==> config.mk <==
export PLATFORM = sky130hd
export DESIGN_NAME = sdram_maint_seq
export DESIGN_NICKNAME = d
export VERILOG_FILES = /design/src/rtl/sdram_maint_pkg.sv /design/src/rtl/maint_gap_timer.sv /design/src/rtl/maint_pin_drive.sv /design/src/rtl/sdram_maint_seq.sv
export SDC_FILE = /design/constraint.sdc
export NUM_CORES = 1
export LEC_CHECK = 0
export BUFFER_PORTS_ARGS = -buffer_cell sky130_fd_sc_hd__buf_2
export CAP_MARGIN = 20
export CORE_MARGIN = 8
export CORE_UTILIZATION = 40
export DETAILED_ROUTE_END_ITERATION = 16
export PLACE_DENSITY = 0.75
export SLEW_MARGIN = 30
export SYNTH_ARGS = -nofsm -noshare
export SYNTH_HDL_FRONTEND = slang
export SYNTH_SLANG_ARGS = --single-unit
==> constraint.sdc <==
create_clock -name clk -period 1.3 [get_ports clk]
set_clock_uncertainty 0.15 [all_clocks]
set_input_delay 0.26 -clock clk [delete_from_list [all_inputs] [get_ports clk]]
set_output_delay 0.26 -clock clk [all_outputs]
set_load 0.005 [all_outputs]
==> src/rtl/sdram_maint_pkg.sv <==
package sdram_maint_pkg;

    typedef enum logic [2:0] {
        ST_IDLE,
        ST_PRE,
        ST_PRE_WAIT,
        ST_MRS,
        ST_REF,
        ST_RECOVER
    } seq_state_e;

    typedef enum logic [1:0] {
        CMD_NOP,
        CMD_PREALL,
        CMD_REFRESH,
        CMD_MODESET
    } maint_cmd_e;

    localparam logic [15:0] MODE_WORD = 16'h0030;

endpackage

==> src/rtl/maint_gap_timer.sv <==
module maint_gap_timer #(
    parameter int CNT_W = 3
) (
    input  logic             clk,
    input  logic             rst_n,
    input  logic             load,
    input  logic [CNT_W-1:0] load_val,
    output logic             expired
);

    logic [CNT_W-1:0] cnt;

    always_ff @(posedge clk or negedge rst_n) begin
        if (!rst_n) begin
            cnt <= '0;
        end else if (load) begin
            cnt <= load_val;
        end else if (cnt != '0) begin
            cnt <= cnt - 1'b1;
        end
    end

    assign expired = (cnt == '0);

    // The gap counts down by exactly one per cycle (spacing for R3/R5)
    assert_count_down_R5: assert property (@(posedge clk) disable iff (!rst_n)
        (!load && cnt != '0) |=> (cnt == $past(cnt) - 1'b1));

endmodule

==> src/rtl/maint_pin_drive.sv <==
module maint_pin_drive
    import sdram_maint_pkg::*;
#(
    parameter int NUM_CS = 4,
    parameter int ADDR_W = 13
) (
    input  maint_cmd_e        cmd,
    input  logic [NUM_CS-1:0] sdram_mask,
    output logic [NUM_CS-1:0] cs_n,
    output logic              ras_n,
    output logic              cas_n,
    output logic              we_n,
    output logic [ADDR_W-1:0] addr
);

    always_comb begin
        cs_n  = '1;
        ras_n = 1'b1;
        cas_n = 1'b1;
        we_n  = 1'b1;
        addr  = '0;
        unique case (cmd)
            CMD_NOP: begin
            end
            CMD_PREALL: begin
                cs_n     = ~sdram_mask;
                ras_n    = 1'b0;
                we_n     = 1'b0;
                addr[10] = 1'b1;
            end
            CMD_REFRESH: begin
                cs_n  = ~sdram_mask;
                ras_n = 1'b0;
                cas_n = 1'b0;
            end
            CMD_MODESET: begin
                cs_n  = ~sdram_mask;
                ras_n = 1'b0;
                cas_n = 1'b0;
                we_n  = 1'b0;
                addr  = ADDR_W'(MODE_WORD);
            end
            default: begin
            end
        endcase
    end

endmodule

==> src/rtl/sdram_maint_seq.sv <==
module sdram_maint_seq
    import sdram_maint_pkg::*;
#(
    parameter int NUM_CS = 4,
    parameter int ADDR_W = 13,
    parameter int T_RP   = 3,
    parameter int T_RC   = 7,
    parameter int T_MRD  = 2
) (
    input  logic              clk,
    input  logic              rst_n,
    input  logic              refresh_req,
    input  logic              init_set,
    input  logic [NUM_CS-1:0] sdram_mask,
    input  logic              bus_hold,
    output logic [NUM_CS-1:0] cs_n,
    output logic              ras_n,
    output logic              cas_n,
    output logic              we_n,
    output logic [ADDR_W-1:0] addr,
    output logic              page_invalidate,
    output logic              init_bit,
    output logic              busy,
    output logic              done
);

    localparam int GAP_A   = (T_RP > T_RC) ? T_RP : T_RC;
    localparam int GAP_MAX = (GAP_A > T_MRD) ? GAP_A : T_MRD;
    localparam int CNT_W   = $clog2(GAP_MAX + 1);

    seq_state_e       state, state_nx;
    maint_cmd_e       cmd;
    logic             init_q, ref_pend, op_mrs;
    logic             start, gap_load, gap_done;
    logic [CNT_W-1:0] gap_val;

    // Parameter sanity: the gaps are at least one cycle and bit 10 exists
    initial begin
        assert_params_R3: assert (T_RP >= 1 && T_RC >= 1 && T_MRD >= 1 && ADDR_W >= 11);
    end

    assign start = (state == ST_IDLE) && !bus_hold && (init_q || ref_pend);

    // State register
    always_ff @(posedge clk or negedge rst_n) begin
        if (!rst_n) state <= ST_IDLE;
        else        state <= state_nx;
    end

    // Next-state logic
    always_comb begin
        state_nx = state;
        unique case (state)
            ST_IDLE:     if (start) state_nx = ST_PRE;
            ST_PRE:      state_nx = ST_PRE_WAIT;
            ST_PRE_WAIT: if (gap_done) state_nx = op_mrs ? ST_MRS : ST_REF;
            ST_MRS:      state_nx = ST_RECOVER;
            ST_REF:      state_nx = ST_RECOVER;
            ST_RECOVER:  if (gap_done) state_nx = ST_IDLE;
            default:     state_nx = ST_IDLE;
        endcase
    end

    // Request bookkeeping: init bit, pending refresh, latched operation
    always_ff @(posedge clk or negedge rst_n) begin
        if (!rst_n) begin
            init_q   <= 1'b1;
            ref_pend <= 1'b0;
            op_mrs   <= 1'b0;
        end else begin
            if (init_set)              init_q <= 1'b1;
            else if (done && op_mrs)   init_q <= 1'b0;
            if (refresh_req)           ref_pend <= 1'b1;
            else if (start && !init_q) ref_pend <= 1'b0;
            if (start)                 op_mrs <= init_q;
        end
    end

    // Outputs by state
    always_comb begin
        cmd      = CMD_NOP;
        gap_load = 1'b0;
        gap_val  = '0;
        unique case (state)
            ST_PRE: begin
                cmd      = CMD_PREALL;
                gap_load = 1'b1;
                gap_val  = CNT_W'(T_RP - 1);
            end
            ST_MRS: begin
                cmd      = CMD_MODESET;
                gap_load = 1'b1;
                gap_val  = CNT_W'(T_MRD - 1);
            end
            ST_REF: begin
                cmd      = CMD_REFRESH;
                gap_load = 1'b1;
                gap_val  = CNT_W'(T_RC - 1);
            end
            default: begin
            end
        endcase
    end

    assign done            = (state == ST_RECOVER) && gap_done;
    assign busy            = (state != ST_IDLE);
    assign page_invalidate = (state == ST_PRE) || done;
    assign init_bit        = init_q;

    maint_gap_timer #(.CNT_W(CNT_W)) u_gap (
        .clk      (clk),
        .rst_n    (rst_n),
        .load     (gap_load),
        .load_val (gap_val),
        .expired  (gap_done)
    );

    maint_pin_drive #(.NUM_CS(NUM_CS), .ADDR_W(ADDR_W)) u_pins (
        .cmd        (cmd),
        .sdram_mask (sdram_mask),
        .cs_n       (cs_n),
        .ras_n      (ras_n),
        .cas_n      (cas_n),
        .we_n       (we_n),
        .addr       (addr)
    );

    assert_prefix_R3: assert property (@(posedge clk) disable iff (!rst_n)
        (!ras_n && !cas_n) |-> ($past(ras_n && cas_n && we_n) && $past(gap_done)));

    assert_mode_word_R4: assert property (@(posedge clk) disable iff (!rst_n)
        (!ras_n && !cas_n && !we_n) |-> (addr == ADDR_W'(MODE_WORD)));

    assert_select_only_cmd_R2: assert property (@(posedge clk) disable iff (!rst_n)
        (cs_n != '1) |-> !ras_n);

    assert_done_quiet_R5: assert property (@(posedge clk) disable iff (!rst_n)
        done |-> (ras_n && cas_n && we_n && busy));

    assert_hold_defers_R8: assert property (@(posedge clk) disable iff (!rst_n)
        $rose(busy) |-> !$past(bus_hold));

    assert_init_clear_R6: assert property (@(posedge clk) disable iff (!rst_n)
        $fell(init_bit) |-> $past(done));

endmodule

==> flow_summary.yaml, run 1 <==
run_status:
  outcome: "complete, but fails checks"
  violations: "negative setup slack"
finish:
  multi_input_area_um2: 448
  syn_to_final_growth_pct: 57.2
  final_cell_mix: "18 x buf_2, 16 x buf_4, 10 x conb_1, 10 x buf_6, 8 x dfrtp_1"
  final_common_cell: "buf_2"
  final_layout_size_suffix_gt1_frac: 0.598
  design_area_um2: 1080
  nNetsFinal: 134
  fill_cells: 117
  seq_area_um2: 226
  antennaDiodeCount: 0
timing:
  whs_ns: 0.0231
  hold_viol: 0
  fin_crit_sh: 1.39
  max_freq_ghz: 0.555
  rsz0062_at_grt: "true"
  maxSlewViolCount: 0
  fin_crit_ns: 1.80
  worst_slack_ns: -0.503
  setup_violations: 22
  fin_setup_tns_ns: -5.89
floorplanning:
  die_area_um2: 3310
  num_io_pins: 33
  die_h_um: 57.5
  core_um2: 1670
  initial_core_util: 0.413
  fp.dieW_um: 57.5
  rows: 15
power_and_ir_drop:
  totalPowerFinal_uw: 2750
  p_per_area_nw_per_um2: 2540
  ir_worst_vdd_mv: 1.14
  power_leakage_uw: 0.000548
yosys:
  muxShareOfSynthArea: 0.0309
  synth_cell_types: 27
  netlist_instances: 78
  synthTopCellsByArea: "dfrtp_1 29%, buf_4 13%, a21oi_1 4.4%, dfstp_2 3.8%, inv_1 3.8%"
  yosysTopAreaCell: "dfrtp_1"
  synth-simple-area-share: 0.236
  yosysWarningCount: 0
  yosysSeqAreaShare: 0.328
  yosys.area.top_type_share: 0.290
  syn_avg_cell_area_um2: 8.84
  synth_area_um2: 689
  synthAdderAreaFrac: 0.0363
  synth_top_family_by_area: "simple AND/OR/NAND/NOR gates"
  synth-compound-area-share: 0.136
  yosys_register_bits: 9
  synth-xor-area-share: 0.0254
clock_network:
  path_clk_slew_ns: 0.06
  cts_buffers: 3
  clockBufferDepth: 2
  clkSinkCount: 9
  cts_tree: "built"
  root_buffer: "clkbuf_4"
  clock_latency_ns: 0.26
  htreeDepth: 1
job:
  timing.max_cap.violations: 0
critical_path:
  required_ns: 0.89
  worstSetupEndpoint: "ras_n"
  worstReg2RegStart: "state[1]$_DFFE_PN0P_"
  rr_endpoint: "op_mrs$_DFFE_PN0P_"
  critPathArrivalTime_ns: 1.39
  worstRegToRegCells: 5
  critPathKind: "reg -> out"
  crit_fanout: 5
  r2r_slack_ns: -0.15
  timing.critical_path.from: "state[2]$_DFFE_PN0P_"
  end_kind: "output port"
  worst_setup_path_start_kind: "flop"
global_routing:
  grt_pass1_vias: 655
  grt_use_total: 0.113
  grt_antenna_before_repair: 0
  overflow: 0
  grt_max_degree: 10
  grt_pass1_wl_mm: 3.01
drt:
  route.detailed.drc: 0
  wirelength_mm: 2.00
  drtPass1Iterations: 4
  vias_per_cell: 4.77
  avgRoutedWirePerCell_um: 14.4
  drtIter0Drc: 11
  antenna_left: 0
  dr_total_vias: 663
hold_path:
  worst_hold_startpoint: "refresh_req"
  hold_path.class: "in -> reg"
placement:
  placed_area_um2: 837
  place_hpwl_mm: 1.27
  place_congestion: 0.812
  place.port_buffers: 22
==> where the power goes <==
part	internal, uW	leakage [uW]	total [uW]	switching [uW]
clock network	119	0.0000150	220	101
logic	1110	0.000429	2040	928
registers	395	0.000104	493	97.2
==> logic make-up (layout without fill, tap and decap cells) <==
group	count (synthesis)	in the layout
AND/OR/NAND/NOR	25	25
buffers and inverters	21	56
AO/OA/AOI/OAI	16	16
flip-flops	9	9
adder cells (fa/ha/maj)	2	2
XOR/XNOR	2	2
multiplexers	2	2
other	1	10
==> timing repair <==
action | CTS | global route
endpoints found under the setup margin | 20 | 23
buffers inserted | 7 | 6
hold buffers | 1 | 0
hold endpoints to repair | 9 | 0
pin swaps | 13 | 8
resized for setup | 22 | 15
==> how the worst min path moves through the flow <==
stage | cells past startpoint | to | slack, ns
final | 2 | ref_pend$_DFFE_PN0P_ | 0.02
after global routing | 2 | ref_pend$_DFFE_PN0P_ | 0.02
after CTS | 2 | ref_pend$_DFFE_PN0P_ | 0.02
after detailed placement | 1 | ref_pend$_DFFE_PN0P_ | -0.02
after global placement | 1 | ref_pend$_DFFE_PN0P_ | -0.03
after floorplan | 0 | op_mrs$_DFFE_PN0P_ | -0.19
==> through the flow <==
step | worst slack, ns | utilization | cells
6_report | -0.503 | 0.649 | 139
5_1_grt | -0.543 | 0.649 | 139
4_1_cts | -0.445 | 0.607 | 135
3_5_place_dp | -0.171 | 0.501 | 123
3_3_place_gp | -0.148 | 0.501 | 123
2_1_floorplan | -0.163 | - | 87
==> registers in the layout, indices dropped and copies added (netlist names) <==
| register | cells |
|---|---|
| state | 3 |
| u_gap.cnt | 3 |
| init_bit | 1 |
| op_mrs | 1 |
| ref_pend | 1 |
==> layout make-up <==
cell class / instances / area share
inverters: 7 / 0.0266
well taps: 17 / 0.0196
repair buffers: 45 / 0.307
flip-flops and latches: 9 / 0.209
multi-input cells: 57 / 0.413
clock buffers: 4 / 0.0242
==> per-layer routing <==
layer,track usage,vias to the layer above,part of all wire
met2,0.214,12,0.59
met3,0.0202,6,0.019
met5,0,-,0
met4,0.0321,0,0.018
met1,0.122,326,0.37
li1,-,319,-
==> synth_stat cells (all sizes together) <==
master	number
conb	1
nor4	1
and2	1
buf	14
nor3	1
a21o	3
xnor2	2
nand2b	4
dfrtp	8
o21ai	4
or3b	1
nand2	7
o221ai	1
ha	2
nor2	7
a31oi	1
and2b	2
o22ai	1
dfstp	1
nor2b	1
inv	7
mux2i	1
mux2	1
a21oi	6
==> critical path, cell delays in order, from the launching register on <==
cell     delay [ns]
dfrtp_1        0.42
or3b_4         0.42
nand2_4        0.11
inv_1          0.06
buf_2          0.12
Note: power is estimated with default switching activity, not from simulation.
==> inputs of run 2 (changes only) <==
==> constraint.sdc (replaced) <==
create_clock -name clk -period 1.3 [get_ports clk]
set_clock_uncertainty 0.15 [all_clocks]
set_input_delay 0.065 -clock clk [delete_from_list [all_inputs] [get_ports clk]]
set_output_delay 0.065 -clock clk [all_outputs]
set_load 0.005 [all_outputs]
==> flow_summary.yaml, run 2 (same netlist as run 1, synthesis figures left out) <==
run_status:
  outcome: "complete, but fails checks"
  violations: "negative setup slack"
global_routing:
  overflow: 0
  grt_use_total: 0.114
  grt_antenna_before_repair: 0
  grt_pass1_vias: 627
  grt_pass1_wl_mm: 2.96
  grt_max_degree: 10
placement:
  place_congestion: 0.845
  placed_area_um2: 807
  place.port_buffers: 22
  place_hpwl_mm: 1.30
  place_ws_ns: -0.0867
critical_path:
  critPathKind: "reg -> out"
  crit_buf_inv: 1
  worstRegToRegCells: 7
  timing.critical_path.from: "state[1]$_DFFE_PN0P_"
  crit_chain: "or3b_4, nand2_4, nand2_1, buf_2"
  crit_family: "simple AND/OR/NAND/NOR gates"
  end_kind: "output port"
  max_stage_delay_ns: 0.44
  worstReg2RegStart: "u_gap.cnt[0]$_DFFE_PN0P_"
  worstSetupEndpoint: "cs_n[2]"
  slowest_stage: "dfrtp_2"
  path_depth: 4
  r2r_slack_ns: -0.20
  required_ns: 1.09
  critPathArrivalTime_ns: 1.36
  worst_setup_path_start_kind: "flop"
  crit_fanout: 6
  rr_endpoint: "u_gap.cnt[0]$_DFFE_PN0P_"
drt:
  vias_per_cell: 4.53
  drtPass1Iterations: 4
  antenna_left: 0
  route.detailed.drc: 0
  avgRoutedWirePerCell_um: 13.3
  drtIter0Drc: 9
  wirelength_mm: 1.83
  dr_total_vias: 621
timing:
  max_freq_ghz: 0.637
  maxSlewViolCount: 0
  setup_violations: 21
  fin_crit_sh: 1.21
  hold_viol: 0
  rsz0062_at_grt: "true"
  worst_slack_ns: -0.270
  fin_crit_ns: 1.57
clock_network:
  htreeDepth: 1
  clkSinkCount: 9
  cts_buffers: 3
  path_clk_slew_ns: 0.06
  root_buffer: "clkbuf_4"
  clock_latency_ns: 0.26
  cts_tree: "built"
  clockBufferDepth: 2
finish:
  reg_top3: "state (3), u_gap.cnt (3)"
  final_cell_mix: "20 x buf_2, 14 x buf_4, 10 x conb_1, 7 x nor2_1"
  syn_to_final_growth_pct: 47.6
  final_layout_size_suffix_gt1_frac: 0.533
  final_common_cell: "buf_2"
  design_area_um2: 1020
  antennaDiodeCount: 0
  nNetsFinal: 132
  fill_cells: 146
floorplanning:
  rows: 15
  core_um2: 1670
  initial_core_util: 0.413
  die_h_um: 57.5
  die_area_um2: 3310
  fp.dieW_um: 57.5
  num_io_pins: 33
power_and_ir_drop:
  power_leakage_uw: 0.000510
  p_per_area_nw_per_um2: 2430
  ir_worst_vdd_mv: 1.42
job:
  timing.max_cap.violations: 0
hold_path:
  hold_path.class: "in -> async"
run 2: worst min-delay path by stage:
| stage | start | slack (ns) | to | cells after the start |
|---|---|---|---|---|
| 2_1_floorplan | rst_n | -0.38 | op_mrs$_DFFE_PN0P_ | 0 |
| 3_3_place_gp | rst_n | -0.23 | op_mrs$_DFFE_PN0P_ | 1 |
| 3_5_place_dp | rst_n | -0.22 | op_mrs$_DFFE_PN0P_ | 1 |
| 4_1_cts | rst_n | 0.04 | u_gap.cnt[0]$_DFFE_PN0P_ | 2 |
| 5_1_grt | rst_n | 0.04 | u_gap.cnt[0]$_DFFE_PN0P_ | 2 |
| 6_report | rst_n | 0.03 | u_gap.cnt[1]$_DFFE_PN0P_ | 2 |
run 2: what timing repair did:
item                       CTS  global route
hold buffers                 4             0
pin swaps                   13             1
setup endpoints to repair   21            22
hold endpoints to repair    12             0
resized for setup           16             5
buffers inserted             9             1
run 2: final cells by class:
| cell class | count | area, um2 | area share |
|---|---|---|---|
| clock buffer | 4 | 26.3 | 0.0258 |
| multi-input combinational | 57 | 413 | 0.406 |
| inverter | 7 | 26.3 | 0.0258 |
| tap | 17 | 21.3 | 0.0209 |
| timing repair buffer | 43 | 302 | 0.296 |
| sequential | 9 | 229 | 0.225 |
run 2: worst register-to-register path, stage by stage, from the launching register on:
cell and delay (ns):
dfrtp_1 0.34, inv_2 0.05, ha_4 0.16, buf_6 0.11, and2b_2 0.22, buf_4 0.15
xnor2_2 0.13, a21oi_1 0.08
run 2: metrics by stage:
step | hold slack, ns | total power (uW) | util | cells | setup TNS, ns
final | 0.0310 | 2480 | 0.609 | 137 | -3.58
after global routing | 0.0410 | 2700 | 0.609 | 137 | -5.01
after floorplan | -0.381 | 1390 | - | 87 | 0
after detailed placement | -0.221 | 1770 | 0.483 | 119 | -0.739
after CTS | 0.0365 | 2360 | 0.593 | 136 | -3.51
after global placement | -0.227 | 1720 | 0.483 | 119 | -0.460
run 2: metal layers:
| metal | GRT usage | up-vias | part of all wire |
|---|---|---|---|
| met4 | 0.0214 | 0 | 0.0060 |
| met2 | 0.240 | 4 | 0.61 |
| li1 | - | 315 | - |
| met1 | 0.101 | 299 | 0.37 |
| met5 | 0 | - | 0 |
| met3 | 0.0336 | 3 | 0.019 |
run 2: report_power, final:
group / internal [uW] / switching, uW / leakage, uW
Combinational: 945 / 810 / 0.000394
Clock: 118 / 98.9 / 0.0000150
Sequential: 401 / 104 / 0.000102
